[src/rtl/snoop_resp_pkg.sv]
package snoop_resp_pkg;

   typedef enum logic [1:0] {
      CMD_IDLE  = 2'd0,
      CMD_READ  = 2'd1,
      CMD_READX = 2'd2,
      CMD_UPGR  = 2'd3
   } bus_cmd_e;

   typedef enum logic [1:0] {
      SLOT_FREE   = 2'd0,
      SLOT_SETTLE = 2'd1,
      SLOT_FETCH  = 2'd2,
      SLOT_READY  = 2'd3
   } slot_state_e;

   typedef enum logic [1:0] {
      ENG_IDLE  = 2'd0,
      ENG_REQ   = 2'd1,
      ENG_DRIVE = 2'd2,
      ENG_TURN  = 2'd3
   } eng_state_e;

   function automatic logic cmd_has_data(input logic [1:0] cmd);
      return (cmd == CMD_READ) || (cmd == CMD_READX);
   endfunction

endpackage

[src/rtl/snoop_slot_table.sv]
module snoop_slot_table
   import snoop_resp_pkg::*;
#(
   parameter int TAG_W = 3,
   localparam int NUM_TAGS = 1 << TAG_W
) (
   input  logic                clk,
   input  logic                rst_n,
   input  logic                alloc_valid,
   input  logic [TAG_W-1:0]    alloc_tag,
   input  logic                alloc_read,
   input  logic                rdy_valid,
   input  logic [TAG_W-1:0]    rdy_tag,
   input  logic                kill_valid,
   input  logic [TAG_W-1:0]    kill_tag,
   input  logic                serve_valid,
   input  logic [TAG_W-1:0]    serve_tag,
   output logic [NUM_TAGS-1:0] slot_ready,
   output logic [NUM_TAGS-1:0] slot_busy,
   output logic [NUM_TAGS-1:0] slot_read
);

   for (genvar gi = 0; gi < NUM_TAGS; gi++) begin : g_slot
      slot_state_e st_q;
      slot_state_e st_d;
      logic        rd_q;
      logic        hit_alloc;
      logic        hit_rdy;
      logic        hit_kill;
      logic        hit_serve;

      assign hit_alloc = alloc_valid && (alloc_tag == TAG_W'(gi));
      assign hit_rdy   = rdy_valid   && (rdy_tag   == TAG_W'(gi));
      assign hit_kill  = kill_valid  && (kill_tag  == TAG_W'(gi));
      assign hit_serve = serve_valid && (serve_tag == TAG_W'(gi));

      always_comb begin
         st_d = st_q;
         if (hit_kill && (st_q != SLOT_FREE)) begin
            st_d = SLOT_FREE;
         end else begin
            unique case (st_q)
               SLOT_FREE:   if (hit_alloc) st_d = SLOT_SETTLE;
               SLOT_SETTLE: st_d = hit_rdy ? SLOT_READY : SLOT_FETCH;
               SLOT_FETCH:  if (hit_rdy) st_d = SLOT_READY;
               SLOT_READY:  if (hit_serve) st_d = SLOT_FREE;
               default:     st_d = SLOT_FREE;
            endcase
         end
      end

      always_ff @(posedge clk) begin
         if (!rst_n) begin
            st_q <= SLOT_FREE;
            rd_q <= 1'b0;
         end else begin
            st_q <= st_d;
            if ((st_q == SLOT_FREE) && hit_alloc) rd_q <= alloc_read;
         end
      end

      assign slot_ready[gi] = (st_q == SLOT_READY);
      assign slot_busy[gi]  = (st_q != SLOT_FREE);
      assign slot_read[gi]  = rd_q;
   end

endmodule

[src/rtl/snoop_resp_engine.sv]
module snoop_resp_engine
   import snoop_resp_pkg::*;
#(
   parameter int TAG_W    = 3,
   parameter int BEATS    = 4,
   parameter int TURN_CYC = 1,
   localparam int NUM_TAGS = 1 << TAG_W,
   localparam int BEAT_W   = (BEATS > 1) ? $clog2(BEATS) : 1,
   localparam int TURN_W   = (TURN_CYC > 1) ? $clog2(TURN_CYC) : 1
) (
   input  logic                clk,
   input  logic                rst_n,
   input  logic [NUM_TAGS-1:0] slot_ready,
   input  logic                snp_inhibit,
   input  logic                bus_dvalid,
   input  logic                dbus_grant,
   output logic                dbus_req,
   output logic                dbus_drive,
   output logic [TAG_W-1:0]    drive_tag,
   output logic [BEAT_W-1:0]   drive_beat,
   output logic                serve_valid,
   output logic [TAG_W-1:0]    serve_tag
);

   localparam logic [BEAT_W-1:0] LAST_BEAT = BEAT_W'(BEATS - 1);
   localparam logic [TURN_W-1:0] LAST_TURN = TURN_W'((TURN_CYC > 0) ? TURN_CYC - 1 : 0);

   eng_state_e         st_q;
   logic [TAG_W-1:0]   tag_q;
   logic [BEAT_W-1:0]  beat_q;
   logic [TURN_W-1:0]  turn_q;
   logic               any_ready;
   logic [TAG_W-1:0]   pick;
   logic               bus_quiet;
   logic               last_beat;
   eng_state_e         after_burst;

   // lowest ready tag wins
   always_comb begin
      pick = '0;
      for (int i = NUM_TAGS - 1; i >= 0; i--) begin
         if (slot_ready[i]) pick = TAG_W'(i);
      end
   end

   assign any_ready = |slot_ready;
   assign bus_quiet = !snp_inhibit && !bus_dvalid;
   assign last_beat = (st_q == ENG_DRIVE) && (beat_q == LAST_BEAT);

   if (TURN_CYC > 0) begin : g_turn
      assign after_burst = ENG_TURN;
   end else begin : g_no_turn
      assign after_burst = ENG_IDLE;
   end

   always_ff @(posedge clk) begin
      if (!rst_n) begin
         st_q   <= ENG_IDLE;
         tag_q  <= '0;
         beat_q <= '0;
         turn_q <= '0;
      end else begin
         unique case (st_q)
            ENG_IDLE: begin
               if (any_ready && bus_quiet) begin
                  st_q  <= ENG_REQ;
                  tag_q <= pick;
               end
            end
            ENG_REQ: begin
               if (!bus_quiet) begin
                  st_q <= ENG_IDLE;
               end else if (dbus_grant) begin
                  st_q   <= ENG_DRIVE;
                  beat_q <= '0;
               end
            end
            ENG_DRIVE: begin
               if (last_beat) begin
                  st_q   <= after_burst;
                  turn_q <= '0;
               end else begin
                  beat_q <= beat_q + 1'b1;
               end
            end
            ENG_TURN: begin
               if (turn_q == LAST_TURN) st_q <= ENG_IDLE;
               else                     turn_q <= turn_q + 1'b1;
            end
            default: st_q <= ENG_IDLE;
         endcase
      end
   end

   assign dbus_req    = (st_q == ENG_REQ);
   assign dbus_drive  = (st_q == ENG_DRIVE);
   assign drive_tag   = tag_q;
   assign drive_beat  = beat_q;
   assign serve_valid = last_beat;
   assign serve_tag   = tag_q;

endmodule

[src/rtl/snoop_flush_capture.sv]
module snoop_flush_capture #(
   parameter int TAG_W = 3,
   parameter int BEATS = 4,
   localparam int NUM_TAGS = 1 << TAG_W,
   localparam int BEAT_W   = (BEATS > 1) ? $clog2(BEATS) : 1
) (
   input  logic                clk,
   input  logic                rst_n,
   input  logic                bus_dvalid,
   input  logic [TAG_W-1:0]    bus_dtag,
   input  logic                snp_modified,
   input  logic [NUM_TAGS-1:0] slot_busy,
   input  logic [NUM_TAGS-1:0] slot_read,
   output logic                kill_valid,
   output logic [TAG_W-1:0]    kill_tag,
   output logic                fetch_abort,
   output logic [TAG_W-1:0]    abort_tag,
   output logic                mem_wr,
   output logic [TAG_W-1:0]    mem_wr_tag,
   output logic [BEAT_W-1:0]   mem_wr_beat
);

   localparam logic [BEAT_W-1:0] LAST_BEAT = BEAT_W'(BEATS - 1);
   localparam bit MULTI_BEAT = (BEATS > 1);

   logic              act_q;
   logic              wr_q;
   logic [TAG_W-1:0]  tag_q;
   logic [BEAT_W-1:0] cnt_q;
   logic              start;

   assign start      = !act_q && bus_dvalid && snp_modified && slot_busy[bus_dtag];
   assign kill_valid = start;
   assign kill_tag   = bus_dtag;

   always_ff @(posedge clk) begin
      if (!rst_n) begin
         act_q       <= 1'b0;
         wr_q        <= 1'b0;
         tag_q       <= '0;
         cnt_q       <= '0;
         fetch_abort <= 1'b0;
         abort_tag   <= '0;
         mem_wr      <= 1'b0;
         mem_wr_tag  <= '0;
         mem_wr_beat <= '0;
      end else begin
         fetch_abort <= start;
         mem_wr      <= 1'b0;
         if (start) begin
            act_q       <= MULTI_BEAT;
            wr_q        <= slot_read[bus_dtag];
            tag_q       <= bus_dtag;
            cnt_q       <= BEAT_W'(1);
            abort_tag   <= bus_dtag;
            mem_wr      <= slot_read[bus_dtag];
            mem_wr_tag  <= bus_dtag;
            mem_wr_beat <= '0;
         end else if (act_q && bus_dvalid) begin
            mem_wr      <= wr_q;
            mem_wr_tag  <= tag_q;
            mem_wr_beat <= cnt_q;
            if (cnt_q == LAST_BEAT) act_q <= 1'b0;
            else                    cnt_q <= cnt_q + 1'b1;
         end
      end
   end

endmodule

[src/rtl/snoop_resp_ctrl.sv]
module snoop_resp_ctrl
   import snoop_resp_pkg::*;
#(
   parameter int TAG_W      = 3,
   parameter int DATA_W     = 256,
   parameter int LINE_BYTES = 128,
   parameter int TURN_CYC   = 1,
   localparam int NUM_TAGS  = 1 << TAG_W,
   localparam int LINE_BITS = LINE_BYTES * 8,
   localparam int BEATS     = LINE_BITS / DATA_W,
   localparam int BEAT_W    = (BEATS > 1) ? $clog2(BEATS) : 1
) (
   input  logic              clk,
   input  logic              rst_n,
   input  logic              req_valid,
   input  logic [1:0]        req_cmd,
   input  logic [TAG_W-1:0]  req_tag,
   input  logic              snp_shared,
   input  logic              snp_modified,
   input  logic              snp_inhibit,
   input  logic              mem_rdy,
   input  logic [TAG_W-1:0]  mem_rdy_tag,
   input  logic              dbus_grant,
   input  logic              bus_dvalid,
   input  logic [TAG_W-1:0]  bus_dtag,
   output logic              dbus_req,
   output logic              dbus_drive,
   output logic [TAG_W-1:0]  drive_tag,
   output logic [BEAT_W-1:0] drive_beat,
   output logic              fetch_start,
   output logic [TAG_W-1:0]  fetch_tag,
   output logic              fetch_abort,
   output logic [TAG_W-1:0]  abort_tag,
   output logic              mem_wr,
   output logic [TAG_W-1:0]  mem_wr_tag,
   output logic [BEAT_W-1:0] mem_wr_beat
);

   if (TAG_W < 1 || TAG_W > 8) begin : g_bad_tag
      $error("snoop_resp_ctrl: TAG_W must lie in 1..8");
   end
   if (DATA_W < 8 || (LINE_BITS % DATA_W) != 0 || BEATS < 1) begin : g_bad_width
      $error("snoop_resp_ctrl: line size must be a whole number of data beats");
   end
   if (TURN_CYC < 0) begin : g_bad_turn
      $error("snoop_resp_ctrl: TURN_CYC must not be negative");
   end

   logic                alloc_valid;
   logic                kill_valid;
   logic [TAG_W-1:0]    kill_tag;
   logic                serve_valid;
   logic [TAG_W-1:0]    serve_tag;
   logic [NUM_TAGS-1:0] slot_ready;
   logic [NUM_TAGS-1:0] slot_busy;
   logic [NUM_TAGS-1:0] slot_read;
   logic                shared_unused;

   // the shared line carries no meaning for the memory side
   assign shared_unused = snp_shared;
   assign alloc_valid   = req_valid && cmd_has_data(req_cmd);

   always_ff @(posedge clk) begin
      if (!rst_n) begin
         fetch_start <= 1'b0;
         fetch_tag   <= '0;
      end else begin
         fetch_start <= alloc_valid;
         fetch_tag   <= req_tag;
      end
   end

   snoop_slot_table #(.TAG_W(TAG_W)) u_slots (
      .clk         (clk),
      .rst_n       (rst_n),
      .alloc_valid (alloc_valid),
      .alloc_tag   (req_tag),
      .alloc_read  (req_cmd == CMD_READ),
      .rdy_valid   (mem_rdy),
      .rdy_tag     (mem_rdy_tag),
      .kill_valid  (kill_valid),
      .kill_tag    (kill_tag),
      .serve_valid (serve_valid),
      .serve_tag   (serve_tag),
      .slot_ready  (slot_ready),
      .slot_busy   (slot_busy),
      .slot_read   (slot_read)
   );

   snoop_resp_engine #(.TAG_W(TAG_W), .BEATS(BEATS), .TURN_CYC(TURN_CYC)) u_engine (
      .clk         (clk),
      .rst_n       (rst_n),
      .slot_ready  (slot_ready),
      .snp_inhibit (snp_inhibit),
      .bus_dvalid  (bus_dvalid),
      .dbus_grant  (dbus_grant),
      .dbus_req    (dbus_req),
      .dbus_drive  (dbus_drive),
      .drive_tag   (drive_tag),
      .drive_beat  (drive_beat),
      .serve_valid (serve_valid),
      .serve_tag   (serve_tag)
   );

   snoop_flush_capture #(.TAG_W(TAG_W), .BEATS(BEATS)) u_capture (
      .clk          (clk),
      .rst_n        (rst_n),
      .bus_dvalid   (bus_dvalid),
      .bus_dtag     (bus_dtag),
      .snp_modified (snp_modified),
      .slot_busy    (slot_busy),
      .slot_read    (slot_read),
      .kill_valid   (kill_valid),
      .kill_tag     (kill_tag),
      .fetch_abort  (fetch_abort),
      .abort_tag    (abort_tag),
      .mem_wr       (mem_wr),
      .mem_wr_tag   (mem_wr_tag),
      .mem_wr_beat  (mem_wr_beat)
   );

endmodule

[config.mk]
export PLATFORM = sky130hd
export DESIGN_NAME = snoop_resp_ctrl
export DESIGN_NICKNAME = d
export VERILOG_FILES = /design/src/rtl/snoop_resp_pkg.sv /design/src/rtl/snoop_slot_table.sv /design/src/rtl/snoop_resp_engine.sv /design/src/rtl/snoop_flush_capture.sv /design/src/rtl/snoop_resp_ctrl.sv
export SDC_FILE = /design/constraint.sdc
export NUM_CORES = 1
export LEC_CHECK = 0
export CAP_MARGIN = 20
export CORE_MARGIN = 4
export CORE_UTILIZATION = 56
export DETAILED_ROUTE_END_ITERATION = 10
export PLACE_DENSITY = 0.92
export REMOVE_ABC_BUFFERS = 1
export SLEW_MARGIN = 15
export SYNTH_ARGS = -nofsm -noshare
export SYNTH_HDL_FRONTEND = slang
export SYNTH_SLANG_ARGS = --single-unit
export TNS_END_PERCENT = 30
[constraint.sdc]
create_clock -name clk -period 2.4 [get_ports clk]
set_input_delay 0.24 -clock clk [delete_from_list [all_inputs] [get_ports clk]]
set_output_delay 0.24 -clock clk [all_outputs]
set_load 0.01 [all_outputs]
==> flow_metrics.env <==
export IMPL_sequential_cell_area_um2=981
export IMPL_power_mw=2.53
export IMPL_cell_count_final_fillers_out=494
export IMPL_cp_required_ns=2.63
export IMPL_layout_commonest_cell="sky130_fd_sc_hd__dfxtp_1"
export IMPL_die_height_um=86.0
export IMPL_synth_top_area_share_pct=28.8
export IMPL_drt_iter0_drcs=154
export IMPL_post_cts_buffers=0
export IMPL_clock_path_buffers=2
export IMPL_worstPathMaxFanout=6
export IMPL_worst_voltage_drop_across_the_vdd_grid_mv=0.368
export IMPL_drv_slew=0
export IMPL_dp_hpwl_mm=6.17
export IMPL_via_cell_ratio=6.12
export IMPL_clock_root_buffer="sky130_fd_sc_hd__clkbuf_8"
export IMPL_worst_slew_pin_transition_ns=0.558
export IMPL_asyncSetResetFlopFracSynth_pct=0
export IMPL_placed_cells=486
export IMPL_slew_headroom_pct=62.3
export IMPL_worst_setup_sp_type="flip-flop"
export IMPL_post_route_min_period_ns=1.99
export IMPL_critical_path_max_stage_delay_ns=0.43
export IMPL_layout_cells_most_common_list="sky130_fd_sc_hd__dfxtp_1, sky130_fd_sc_hd__clkdlybuf4s50_1, sky130_fd_sc_hd__ha_1"
export IMPL_die_area_um2=7400
export IMPL_place_port_buffers=39
export IMPL_chipWidth_um=86.0
export IMPL_grt_max_degree=33
export IMPL_fin_setup_tns_ns=0
export IMPL_timing_critical_path_cells="inv_1, ha_1, mux2_1, o22ai_2, o21a_2, mux2i_1"
export IMPL_syn_area_per_cell_um2=8.93
export IMPL_critPathKind="reg2reg"
export IMPL_cts_reportedPaths_clkPinSlew_ns=0.10
export IMPL_reg2regPathDepth=6
export IMPL_layout_cell_area_non_filler_um2=3980
export IMPL_synthesized_flop_and_latch_total=49
export IMPL_achievable_frequency_mhz=501
export IMPL_area_growth_synth_to_final_pct=16.7
export IMPL_total_leakage_power_nw=1.57
export IMPL_worstSetupEndpointType="flip-flop"
export IMPL_core_region_area_um2=5920
export IMPL_cp_num_cells=6
export IMPL_global_route_usage_total_pct=22.6
export IMPL_setup_viol_count_final=0
export IMPL_detailroute_via_count=3023
export IMPL_postCtsHoldBufs=0
export IMPL_total_area_of_multi_input_combinational_cells_um2=2230
export IMPL_synth_warnings=0
export IMPL_timing_final_hold_violations=0
export IMPL_slowest_stage="sky130_fd_sc_hd__dfxtp_1"
export IMPL_cts_buffers=5
export IMPL_grt_pass1_wl_mm=13.6
export IMPL_synth_cell_type_count=67
export IMPL_critPathArrivalTime_ns=2.23
export IMPL_finalWeightedCongestion=0.885
export IMPL_dpl_instance_area_um2=3870
export IMPL_filler_cell_count=471
export IMPL_status="completed"
export IMPL_synth_area_top_cells="sky130_fd_sc_hd__dfxtp_1, sky130_fd_sc_hd__ha_1, sky130_fd_sc_hd__mux2i_1"
export IMPL_cap_violations=0
export IMPL_final_net_count=474
export IMPL_synth_edf_count=0
export IMPL_gr_total_overflow=0
export IMPL_worst_hold_path_type="reg2reg"
export IMPL_whs_path_depth=2
export IMPL_post_cts_resized_instances=0
export IMPL_final_layout_size_suffix_gt1_share_pct=10.0
export IMPL_synth_top_cell_by_area="sky130_fd_sc_hd__dfxtp_1"
export IMPL_clock_tree_from_tritoncts="built"
export IMPL_insertedDiodeCount=0
export IMPL_cts_sink_count=49
export IMPL_drt_wl_total_mm=8.20
export IMPL_synthesis_instances=382
export IMPL_post_drt_wl_per_cell_um=16.6
export IMPL_timing_clock_skew_ns=0.00526
export IMPL_antenna_left=0
export IMPL_period_share_pct=83.1
export IMPL_synth_main_ff_cell="sky130_fd_sc_hd__dfxtp_1"
export IMPL_number_of_detailed_routing_iterations_run_before_antenna_repair=5
export IMPL_row_count=28
export IMPL_synth_seq_area_share_pct=28.8
export IMPL_grt_antenna_before_repair=0
export IMPL_critPathBufInv=1
export IMPL_critPathTopFamily="multiplexers"
export IMPL_rsz0062_at_grt="false"
export IMPL_htree_levels=2
export IMPL_floorplan_initialDensity_pct=57.6
export IMPL_grt_pass1_vias=2990
export IMPL_clock_latency_ns=0.30
export IMPL_pin_count=41
export IMPL_drc_errors_left=0
export IMPL_synth_cell_area_um2=3410
export IMPL_cellPowerDensity_nw_per_um2=636
-- area by class of cell --
type / count / area share [%]
clock inverters: 1 / 0.220
multi-input cells: 288 / 56.2
flip-flops and latches: 49 / 24.7
well taps: 75 / 2.36
inverters: 27 / 2.55
repair buffers: 47 / 11.6
clock buffers: 7 / 2.42
-- state kept, by name, indices dropped and copies added (netlist names), 2 cells and up, named ones only --
name / flops
fetch_tag: 3
u_capture.mem_wr_tag: 3
u_capture.tag_q: 3
u_capture.cnt_q: 2
u_slots.g_slot.st_q: 16
u_engine.drive_tag: 3
u_engine.drive_beat: 2
u_capture.mem_wr_beat: 2
u_slots.g_slot.rd_q: 8
-- cell usage after synthesis, types with 2 or more instances --
| cell | n |
|---|---|
| sky130_fd_sc_hd__mux4_2 | 2 |
| sky130_fd_sc_hd__nand2b_1 | 8 |
| sky130_fd_sc_hd__and4_1 | 5 |
| sky130_fd_sc_hd__nand3b_1 | 2 |
| sky130_fd_sc_hd__o311ai_0 | 10 |
| sky130_fd_sc_hd__nand4_1 | 5 |
| sky130_fd_sc_hd__o21ai_0 | 15 |
| sky130_fd_sc_hd__a211oi_2 | 2 |
| sky130_fd_sc_hd__o41ai_2 | 2 |
| sky130_fd_sc_hd__dfxtp_1 | 49 |
| sky130_fd_sc_hd__nor3b_1 | 2 |
| sky130_fd_sc_hd__mux2i_1 | 24 |
| sky130_fd_sc_hd__nor3_1 | 8 |
| sky130_fd_sc_hd__nor4bb_1 | 3 |
| sky130_fd_sc_hd__o22ai_1 | 2 |
| sky130_fd_sc_hd__or2_1 | 2 |
| sky130_fd_sc_hd__a31oi_1 | 4 |
| sky130_fd_sc_hd__buf_4 | 2 |
| sky130_fd_sc_hd__ha_1 | 36 |
| sky130_fd_sc_hd__mux2_2 | 7 |
| sky130_fd_sc_hd__buf_2 | 8 |
| sky130_fd_sc_hd__nor2b_1 | 5 |
| sky130_fd_sc_hd__nand2_1 | 23 |
| sky130_fd_sc_hd__a21oi_1 | 8 |
| sky130_fd_sc_hd__and2_1 | 6 |
| sky130_fd_sc_hd__clkbuf_1 | 5 |
| sky130_fd_sc_hd__o31ai_1 | 3 |
| sky130_fd_sc_hd__inv_1 | 26 |
| sky130_fd_sc_hd__nand4b_1 | 6 |
| sky130_fd_sc_hd__mux2_1 | 2 |
| sky130_fd_sc_hd__a2bb2oi_1 | 8 |
| sky130_fd_sc_hd__a221oi_1 | 2 |
| sky130_fd_sc_hd__o22ai_2 | 2 |
| sky130_fd_sc_hd__nor2_1 | 30 |
| sky130_fd_sc_hd__a211oi_1 | 5 |
| sky130_fd_sc_hd__o21ai_1 | 8 |
| sky130_fd_sc_hd__nand3_1 | 15 |
-- cells by family after synthesis --
logic type | synth area share (%)
compound gates | 20.0
buf+inv | 5.72
flops | 28.8
xor+xnor | 0.257
fa+ha+maj | 13.2
mux | 11.3
simple gates | 20.7
-- tightest hold or removal path: cells and delay by family (launching register included) --
kind	cells	cell delay [ns]
flip-flops	1	0.31
multiplexers	1	0.07
AND/OR/NAND/NOR	1	0.07
-- stage by stage --
| step | hold WS, ns | utilization [%] | setup slack [ns] |
|---|---|---|---|
| floorplan | 0.362 | - | 0.730 |
| global placement | 0.457 | 65.4 | 0.223 |
| detailed placement | 0.468 | 65.4 | 0.173 |
| CTS | 0.487 | 67.2 | 0.422 |
| global route | 0.510 | 67.2 | 0.267 |
| finish | 0.485 | 67.2 | 0.405 |
-- worst paths after layout --
check | startpoint | end | slack [ns]
setup / recovery | u_slots.g_slot[5].st_q[0] | u_capture.mem_wr_tag[0] | 0.41
hold / removal | u_capture.wr_q | u_capture.wr_q | 0.48
setup reg to reg | u_slots.g_slot[5].st_q[0] | u_capture.mem_wr_tag[0] | 0.41
hold reg to reg | u_capture.wr_q | u_capture.wr_q | 0.48
-- layer usage --
layer  share of wire, %  vias up  global-route usage [%]
li1                   -     1476                       -
met1                 44     1434                    27.2
met2                 50       87                    39.0
met3                3.5       26                    3.75
met4                3.1        0                    10.4
met5                  0        -                       0
-- power by group --
part / internal, mW / switching, mW / total, mW
clock network: 0.267 / 0.298 / 0.565
registers: 0.898 / 0.0792 / 0.977
logic: 0.421 / 0.566 / 0.987
total: 1.59 / 0.943 / 2.53
Power figures use the tool's default switching activity.
